<file path="src/rtl/moesi_pkg.sv">
package moesi_pkg;

    typedef enum logic [2:0] {
        ST_INV = 3'd0,
        ST_SHR = 3'd1,
        ST_EXC = 3'd2,
        ST_OWN = 3'd3,
        ST_MOD = 3'd4
    } line_st_t;

    typedef enum logic [2:0] {
        BOP_NONE  = 3'd0,
        BOP_READ  = 3'd1,
        BOP_READX = 3'd2,
        BOP_INVAL = 3'd3,
        BOP_WBACK = 3'd4
    } bus_op_t;

    typedef struct packed {
        logic hit;
        logic supply;
        logic shared;
    } snp_resp_t;

    function automatic logic st_dirty(line_st_t s);
        return (s == ST_MOD) || (s == ST_OWN);
    endfunction

    function automatic logic st_writable(line_st_t s);
        return (s == ST_MOD) || (s == ST_EXC);
    endfunction

    // state a line takes after another cache's transaction hits it
    function automatic line_st_t snoop_next(line_st_t s, bus_op_t op);
        line_st_t n;
        n = s;
        case (op)
            BOP_READ: begin
                if (s == ST_MOD)      n = ST_OWN;
                else if (s == ST_EXC) n = ST_SHR;
            end
            BOP_READX, BOP_INVAL: n = ST_INV;
            default: n = s;
        endcase
        return n;
    endfunction

    // state the addressed line takes when our own transaction is granted
    function automatic line_st_t grant_next(bus_op_t op, logic shared);
        line_st_t n;
        case (op)
            BOP_READ:             n = shared ? ST_SHR : ST_EXC;
            BOP_READX, BOP_INVAL: n = ST_MOD;
            default:              n = ST_INV;
        endcase
        return n;
    endfunction

endpackage

</file>
<file path="src/rtl/moesi_tag_store.sv">
module moesi_tag_store
    import moesi_pkg::*;
#(
    parameter int IDX_W = 3,
    parameter int TAG_W = 7
) (
    input  logic             clk,
    input  logic             rst,
    input  logic [IDX_W-1:0] a_idx,
    output logic [TAG_W-1:0] a_tag,
    output line_st_t         a_st,
    input  logic [IDX_W-1:0] b_idx,
    output logic [TAG_W-1:0] b_tag,
    output line_st_t         b_st,
    input  logic             l_we,
    input  logic [IDX_W-1:0] l_idx,
    input  logic [TAG_W-1:0] l_tag,
    input  line_st_t         l_st,
    input  logic             s_we,
    input  logic [IDX_W-1:0] s_idx,
    input  line_st_t         s_st
);
    localparam int SETS = 1 << IDX_W;

    logic [TAG_W-1:0] tag_q [SETS];
    line_st_t         st_q  [SETS];

    always_ff @(posedge clk) begin
        for (int i = 0; i < SETS; i++) begin
            if (rst) begin
                st_q[i]  <= ST_INV;
                tag_q[i] <= '0;
            end else if (s_we && (s_idx == IDX_W'(i))) begin
                st_q[i] <= s_st;
            end else if (l_we && (l_idx == IDX_W'(i))) begin
                st_q[i]  <= l_st;
                tag_q[i] <= l_tag;
            end
        end
    end

    assign a_tag = tag_q[a_idx];
    assign a_st  = st_q[a_idx];
    assign b_tag = tag_q[b_idx];
    assign b_st  = st_q[b_idx];

    AST_WRITE_PORTS_DISJOINT: assert property (@(posedge clk) disable iff (rst)
        !(l_we && s_we && (l_idx == s_idx)));

    for (genvar g = 0; g < SETS; g++) begin : g_legal
        AST_STATE_LEGAL: assert property (@(posedge clk) disable iff (rst)
            st_q[g] inside {ST_INV, ST_SHR, ST_EXC, ST_OWN, ST_MOD});
    end

endmodule

</file>
<file path="src/rtl/moesi_local_ctl.sv">
module moesi_local_ctl
    import moesi_pkg::*;
#(
    parameter int IDX_W = 3,
    parameter int TAG_W = 7
) (
    input  logic             clk,
    input  logic             rst,
    input  logic             cpu_req,
    input  logic             cpu_we,
    input  logic [IDX_W-1:0] cpu_idx,
    input  logic [TAG_W-1:0] cpu_tag,
    input  logic [TAG_W-1:0] lk_tag,
    input  line_st_t         lk_st,
    input  logic             snp_block,
    input  logic             bus_gnt,
    input  logic             bus_shared,
    output logic             tag_hit,
    output logic             cpu_done,
    output logic             bus_req,
    output bus_op_t          bus_op,
    output logic [TAG_W-1:0] bus_tag,
    output logic             l_we,
    output logic [TAG_W-1:0] l_tag,
    output line_st_t         l_st
);
    bus_op_t op_c;
    logic    local_ok;
    logic    granted;

    always_comb begin
        tag_hit  = (lk_st != ST_INV) && (lk_tag == cpu_tag);
        local_ok = cpu_req && tag_hit && (!cpu_we || st_writable(lk_st)) && !snp_block;

        if (tag_hit)
            op_c = (cpu_we && !st_writable(lk_st)) ? BOP_INVAL : BOP_NONE;
        else if (st_dirty(lk_st))
            op_c = BOP_WBACK;
        else
            op_c = cpu_we ? BOP_READX : BOP_READ;

        bus_req  = cpu_req && (op_c != BOP_NONE);
        bus_op   = cpu_req ? op_c : BOP_NONE;
        bus_tag  = (op_c == BOP_WBACK) ? lk_tag : cpu_tag;
        granted  = bus_req && bus_gnt;

        l_we     = granted || (local_ok && cpu_we && (lk_st == ST_EXC));
        l_st     = granted ? grant_next(op_c, bus_shared) : ST_MOD;
        l_tag    = bus_tag;
        cpu_done = local_ok || (granted && (op_c != BOP_WBACK));
    end

    AST_EXCL_WRITE_SILENT: assert property (@(posedge clk) disable iff (rst)
        cpu_req && cpu_we && tag_hit && st_writable(lk_st) && !snp_block
        |-> cpu_done && !bus_req);

    AST_FILL_FOLLOWS_SHARED: assert property (@(posedge clk) disable iff (rst)
        !$past(rst) && $past(granted && (op_c == BOP_READ)) && ($past(cpu_idx) == cpu_idx)
        |-> lk_st == ($past(bus_shared) ? ST_SHR : ST_EXC));

    AST_VICTIM_CLEARED: assert property (@(posedge clk) disable iff (rst)
        !$past(rst) && $past(granted && (op_c == BOP_WBACK)) && ($past(cpu_idx) == cpu_idx)
        |-> lk_st == ST_INV);

    AST_SNOOP_STALLS_LOCAL: assert property (@(posedge clk) disable iff (rst)
        snp_block && !bus_gnt |-> !cpu_done);

endmodule

</file>
<file path="src/rtl/moesi_snoop_resp.sv">
module moesi_snoop_resp
    import moesi_pkg::*;
#(
    parameter int IDX_W = 3,
    parameter int TAG_W = 7
) (
    input  logic             clk,
    input  logic             rst,
    input  logic             snp_valid,
    input  bus_op_t          snp_op,
    input  logic [IDX_W-1:0] snp_idx,
    input  logic [TAG_W-1:0] snp_tag,
    input  logic [TAG_W-1:0] s_lk_tag,
    input  line_st_t         s_lk_st,
    output snp_resp_t        resp,
    output logic             s_we,
    output line_st_t         s_st
);
    logic     hit;
    line_st_t nxt;

    always_comb begin
        hit         = snp_valid && (s_lk_st != ST_INV) && (s_lk_tag == snp_tag);
        nxt         = snoop_next(s_lk_st, snp_op);
        resp.hit    = hit;
        resp.supply = hit && st_dirty(s_lk_st) &&
                      ((snp_op == BOP_READ) || (snp_op == BOP_READX));
        resp.shared = hit && (snp_op == BOP_READ);
        s_we        = hit && (nxt != s_lk_st);
        s_st        = nxt;
    end

    AST_SNP_READ_M_TO_O: assert property (@(posedge clk) disable iff (rst)
        !$past(rst) && $past(hit && (snp_op == BOP_READ) && (s_lk_st == ST_MOD))
        && ($past(snp_idx) == snp_idx) |-> s_lk_st == ST_OWN);

    AST_SNP_KILLS_LINE: assert property (@(posedge clk) disable iff (rst)
        !$past(rst) && $past(hit && ((snp_op == BOP_READX) || (snp_op == BOP_INVAL)))
        && ($past(snp_idx) == snp_idx) |-> s_lk_st == ST_INV);

    AST_SUPPLY_ONLY_DIRTY: assert property (@(posedge clk) disable iff (rst)
        snp_valid && !st_dirty(s_lk_st) |-> !resp.supply);

endmodule

</file>
<file path="src/rtl/moesi_ctrl.sv">
module moesi_ctrl
    import moesi_pkg::*;
#(
    parameter int ADDR_W = 10,
    parameter int IDX_W  = 3
) (
    input  logic              clk,
    input  logic              rst,
    input  logic              cpu_req,
    input  logic              cpu_we,
    input  logic [ADDR_W-1:0] cpu_addr,
    output logic              cpu_hit,
    output logic              cpu_done,
    output logic [2:0]        cpu_state,
    output logic              bus_req,
    output logic [2:0]        bus_op,
    output logic [ADDR_W-1:0] bus_addr,
    input  logic              bus_gnt,
    input  logic              bus_shared,
    input  logic              snp_valid,
    input  logic [2:0]        snp_op,
    input  logic [ADDR_W-1:0] snp_addr,
    output logic              snp_hit,
    output logic              snp_supply,
    output logic              snp_shared
);
    localparam int TAG_W = ADDR_W - IDX_W;

    logic [IDX_W-1:0] cpu_idx, snp_idx;
    logic [TAG_W-1:0] cpu_tag, snp_tag;
    logic [TAG_W-1:0] a_tag, b_tag, l_tag, bus_tag;
    line_st_t         a_st, b_st, l_st, s_st;
    logic             l_we, s_we, tag_hit, snp_block;
    bus_op_t          op_t;
    snp_resp_t        resp;

    assign cpu_idx   = cpu_addr[IDX_W-1:0];
    assign cpu_tag   = cpu_addr[ADDR_W-1:IDX_W];
    assign snp_idx   = snp_addr[IDX_W-1:0];
    assign snp_tag   = snp_addr[ADDR_W-1:IDX_W];
    assign snp_block = snp_valid && (snp_idx == cpu_idx);

    moesi_tag_store #(.IDX_W(IDX_W), .TAG_W(TAG_W)) u_store (
        .clk(clk), .rst(rst),
        .a_idx(cpu_idx), .a_tag(a_tag), .a_st(a_st),
        .b_idx(snp_idx), .b_tag(b_tag), .b_st(b_st),
        .l_we(l_we), .l_idx(cpu_idx), .l_tag(l_tag), .l_st(l_st),
        .s_we(s_we), .s_idx(snp_idx), .s_st(s_st)
    );

    moesi_local_ctl #(.IDX_W(IDX_W), .TAG_W(TAG_W)) u_local (
        .clk(clk), .rst(rst),
        .cpu_req(cpu_req), .cpu_we(cpu_we), .cpu_idx(cpu_idx), .cpu_tag(cpu_tag),
        .lk_tag(a_tag), .lk_st(a_st), .snp_block(snp_block),
        .bus_gnt(bus_gnt), .bus_shared(bus_shared),
        .tag_hit(tag_hit), .cpu_done(cpu_done), .bus_req(bus_req),
        .bus_op(op_t), .bus_tag(bus_tag),
        .l_we(l_we), .l_tag(l_tag), .l_st(l_st)
    );

    moesi_snoop_resp #(.IDX_W(IDX_W), .TAG_W(TAG_W)) u_snoop (
        .clk(clk), .rst(rst),
        .snp_valid(snp_valid), .snp_op(bus_op_t'(snp_op)),
        .snp_idx(snp_idx), .snp_tag(snp_tag),
        .s_lk_tag(b_tag), .s_lk_st(b_st),
        .resp(resp), .s_we(s_we), .s_st(s_st)
    );

    assign cpu_hit    = tag_hit;
    assign cpu_state  = tag_hit ? 3'(a_st) : 3'(ST_INV);
    assign bus_op     = 3'(op_t);
    assign bus_addr   = {bus_tag, cpu_idx};
    assign snp_hit    = resp.hit;
    assign snp_supply = resp.supply;
    assign snp_shared = resp.shared;

    AST_GRANT_NOT_DURING_SNOOP: assert property (@(posedge clk) disable iff (rst)
        !(bus_gnt && snp_valid));

    AST_GRANT_NEEDS_REQUEST: assert property (@(posedge clk) disable iff (rst)
        cpu_done && !tag_hit |-> bus_req && bus_gnt);

endmodule

</file>
<file path="config.mk">
export PLATFORM = sky130hd
export DESIGN_NAME = moesi_ctrl
export DESIGN_NICKNAME = d
export VERILOG_FILES = /design/src/rtl/moesi_pkg.sv /design/src/rtl/moesi_tag_store.sv /design/src/rtl/moesi_local_ctl.sv /design/src/rtl/moesi_snoop_resp.sv /design/src/rtl/moesi_ctrl.sv
export SDC_FILE = /design/constraint.sdc
export NUM_CORES = 1
export LEC_CHECK = 0
export ABC_CLOCK_PERIOD_IN_PS = 6700
export BUFFER_PORTS_ARGS = -buffer_cell sky130_fd_sc_hd__buf_2
export CORE_MARGIN = 5
export CORE_UTILIZATION = 36
export CTS_BUF_LIST = sky130_fd_sc_hd__clkbuf_8
export DETAILED_ROUTE_END_ITERATION = 16
export HOLD_SLACK_MARGIN = 0.05
export PLACE_DENSITY = 0.56
export SETUP_SLACK_MARGIN = 0.02
export SLEW_MARGIN = 20
export SYNTH_ARGS = -nofsm -noshare
export SYNTH_HDL_FRONTEND = slang
export SYNTH_SLANG_ARGS = --single-unit
</file>
<file path="constraint.sdc">
create_clock -name clk -period 6.7 [get_ports clk]
set_clock_uncertainty 0.1 [all_clocks]
set_input_delay 1.675 -clock clk [delete_from_list [all_inputs] [get_ports clk]]
set_output_delay 1.675 -clock clk [all_outputs]
set_load 0.03 [all_outputs]
</file>
==> flow_summary.yaml <==
timing:
  slew_violations: 0
  hold-worst-slack_ps: 1140
  finalSetupTns_ps: 0
  relSlewSlack_pct: 33.0
  grt_setup_unrepaired: "false"
  tightest_slew_ps: 1000
  setup_viol: 0
  period_share_pct: 97.8
  setup_ws_ps: 147
  fmax_mhz: 153
  hold_violations: 0
  min_period_ps: 6550
worst_setup_path:
  rr_startpoint: "u_store.tag_q[7][3]$_SDFFCE_PN0P_"
  crit_path_end: "bus_addr[4]"
  worstPathCellList: "buf_2, nor2_1, a22o_1, or3_1, nand4_1, or4_4, o21ai_2, mux2_2, inv_1, buf_2"
  path_buf_inv: 3
  endpoint_kind: "output port"
  rr_worst_depth: 8
  crit_fanout: 17
  cp_top_family: "simple AND/OR/NAND/NOR gates"
  path_depth: 10
  critPathArrivalTime_ps: 4780
  start_kind: "input pin"
  r2r_end: "u_store.st_q[4][2]$_SDFFCE_PN0P_"
  critPathLaunch: "cpu_addr[2]"
  max_stage_delay_ps: 620
  reg2reg_slack_ps: 2550
  worst_path_most_repeated_cell: "buf_2"
  cp.required_ps: 4930
  slowest_stage: "nor2_1"
  path_class: "in2out"
floorplan:
  dieHeight_um: 134
  ioPinCount: 52
  die_w_um: 134
  die_area_mm2: 0.0180
  rows: 45
  coreArea_mm2: 0.0152
  start_util_pct: 36.6
global_route:
  grt_pass1_wl_um: 29200
  grt_remaining_overflow: 0
  grt_pass1_vias: 4709
  grtUsageTotal_pct: 21.6
  antenna_found_initial: 0
  grt_max_degree: 46
route:
  firstDrtPassIters: 5
  drt_iter0_drc: 527
  via_per_inst: 6.30
  wl_per_cell_um: 25.5
  drcViolationCount: 0
  routed_wl_um: 19400
  drtAntennaViolNets: 0
  dr_total_vias: 4812
place:
  place_congestion: 1.00
  detailedPlace.worstSlack_ps: 214
  dp_hpwl_um: 14300
  port_buffers: 51
cts:
  holdBufCountCts: 0
  clock-root-buffer: "clkbuf_8"
  clk_pin_slew_ps: 80
  worstSkewPairLatency_ps: 370
  clk_path_buf_depth: 2
  numCtsBuffers: 9
  cts_tree: "yes"
  cts_resized: 0
  h-tree-depth: 3
  clock_sinks: 80
  cts_setup_buffers: 0
synthesis:
  synth_top_area_share_pct: 43.2
  seq_area_frac_synth_pct: 43.2
  synthArstFlopShare_pct: 0
  syn_inst: 510
  syn_nets: 540
  ys.flop_type: "edfxtp_1"
  synth_area_leaders: "edfxtp_1 (43%), mux2i_1 (7.6%), mux4_2 (7.3%)"
  synthesis.area_mm2: 0.00556
  synth-seq-cells: 80
  synth_commonest_cells: "edfxtp_1 (80), nor3_1 (71), mux2i_1 (42)"
  synth.most_common_cell: "edfxtp_1"
  synth_edf_count: 80
  yosysTopAreaCell: "edfxtp_1"
  synth_cell_types: 71
  yosysWarnings: 0
  synth.avg_cell_area_um2: 10.9
finish:
  drive_gt1_share_pct: 25.0
  multiInputGateArea_mm2: 0.00282
  seqCellArea_mm2: 0.00240
  fill_cells: 1488
  insertedDiodeCount: 0
  nNetsFinal: 601
  syn_to_final_growth_pct: 13.2
run:
  max_cap_violations: 0
power:
  peakVddDrop_mv: 0.105
  power_density_mw_per_mm2: 207
  p_leak_nw: 2.35
status:
  status: "finished clean"
worst_hold_path:
  worstHoldPathType: "reg2reg"
where the power goes:
group	leakage [nW]	switching, mW	internal (mW)
sequential	0.831	0.0135	0.571
combinational	1.41	0.199	0.109
clock	0.115	0.196	0.211
total	2.35	0.409	0.891
layer usage:
| layer | track usage, % | vias to the layer above | wire [um] |
|---|---|---|---|
| li1 | - | 2126 | - |
| met1 | 30.3 | 2387 | 8470 |
| met2 | 32.8 | 263 | 8820 |
| met3 | 3.75 | 36 | 1550 |
| met4 | 9.45 | 0 | 605 |
| met5 | 0 | - | 0 |
cell usage in the layout (no fill, tap or decap), types with 4 or more instances in the layout:
cell type | netlist | routed
xor2_1 | 5 | 5
nand3_1 | 17 | 17
mux2_1 | 5 | 5
o22ai_1 | 10 | 10
mux2_2 | 10 | 10
edfxtp_1 | 80 | 80
nand2_1 | 25 | 25
a21oi_1 | 9 | 9
mux4_2 | 18 | 18
o21ai_0 | 16 | 16
nor2b_1 | 5 | 5
nand4_1 | 10 | 10
clkbuf_8 | 0 | 9
inv_1 | 20 | 21
nor3_1 | 71 | 71
buf_2 | 13 | 51
o22a_1 | 4 | 4
and2_1 | 5 | 5
o31ai_1 | 5 | 5
a22o_1 | 6 | 6
a211o_1 | 4 | 4
buf_4 | 7 | 35
or3_1 | 10 | 10
xnor2_1 | 8 | 8
nor2_1 | 27 | 27
o211ai_1 | 4 | 4
mux2i_1 | 42 | 42
final cells by class:
class                      count  area share, %
tap                          188           3.74
sequential                    80           38.2
clock inverter                 7           1.51
inverter                      20           1.19
clock buffer                   9           1.97
timing repair buffer          87           8.55
multi-input combinational    373           44.9
registers in the layout, summed over array words and instances, names as in the netlist:
register	count
u_store.st_q	24
u_store.tag_q	56
logic make-up after synthesis:
group	share of synthesized area (%)
and+or+nand+nor	17.6
AOI/OAI and AO/OA	13.0
DFF	43.2
muxes	17.9
buffers and inverters	6.03
xor gates and xnor gates	2.34
per-stage QoR:
stage | instances | instance area [um^2] | total power, mW | util, %
after global placement | 748 | 6070 | 0.896 | 40.0
after detailed placement | 748 | 6070 | 0.899 | 40.0
after CTS | 764 | 6290 | 1.30 | 41.4
after global routing | 764 | 6290 | 1.34 | 41.4
final | 764 | 6290 | 1.30 | 41.4
after floorplan | 510 | 5560 | 0.792 | -
worst register-to-register path, stage by stage (launching register included):
cell and delay, ps:
edfxtp_1 420, mux2_2 280, o22ai_1 270, or3_1 170
nand4_1 170, nor4_4 420, nand2_1 290, o32a_2 780
o311ai_1 860
how the worst min path moves through the flow:
stage | end | from | cells after the start
floorplan | u_store.tag_q[0][6]$_SDFFCE_PP0P_ | u_store.tag_q[6][6]$_SDFFCE_PN0P_ | 5
global placement | u_store.tag_q[0][6]$_SDFFCE_PP0P_ | u_store.tag_q[4][6]$_SDFFCE_PP0P_ | 6
detailed placement | u_store.tag_q[3][5]$_SDFFCE_PN0P_ | u_store.tag_q[2][5]$_SDFFCE_PN0P_ | 4
CTS | u_store.tag_q[3][5]$_SDFFCE_PN0P_ | u_store.tag_q[2][5]$_SDFFCE_PN0P_ | 4
global route | u_store.tag_q[3][5]$_SDFFCE_PN0P_ | u_store.tag_q[2][5]$_SDFFCE_PN0P_ | 4
finish | u_store.tag_q[4][5]$_SDFFCE_PP0P_ | u_store.tag_q[2][5]$_SDFFCE_PN0P_ | 4
(Power assumes the default switching activity.)
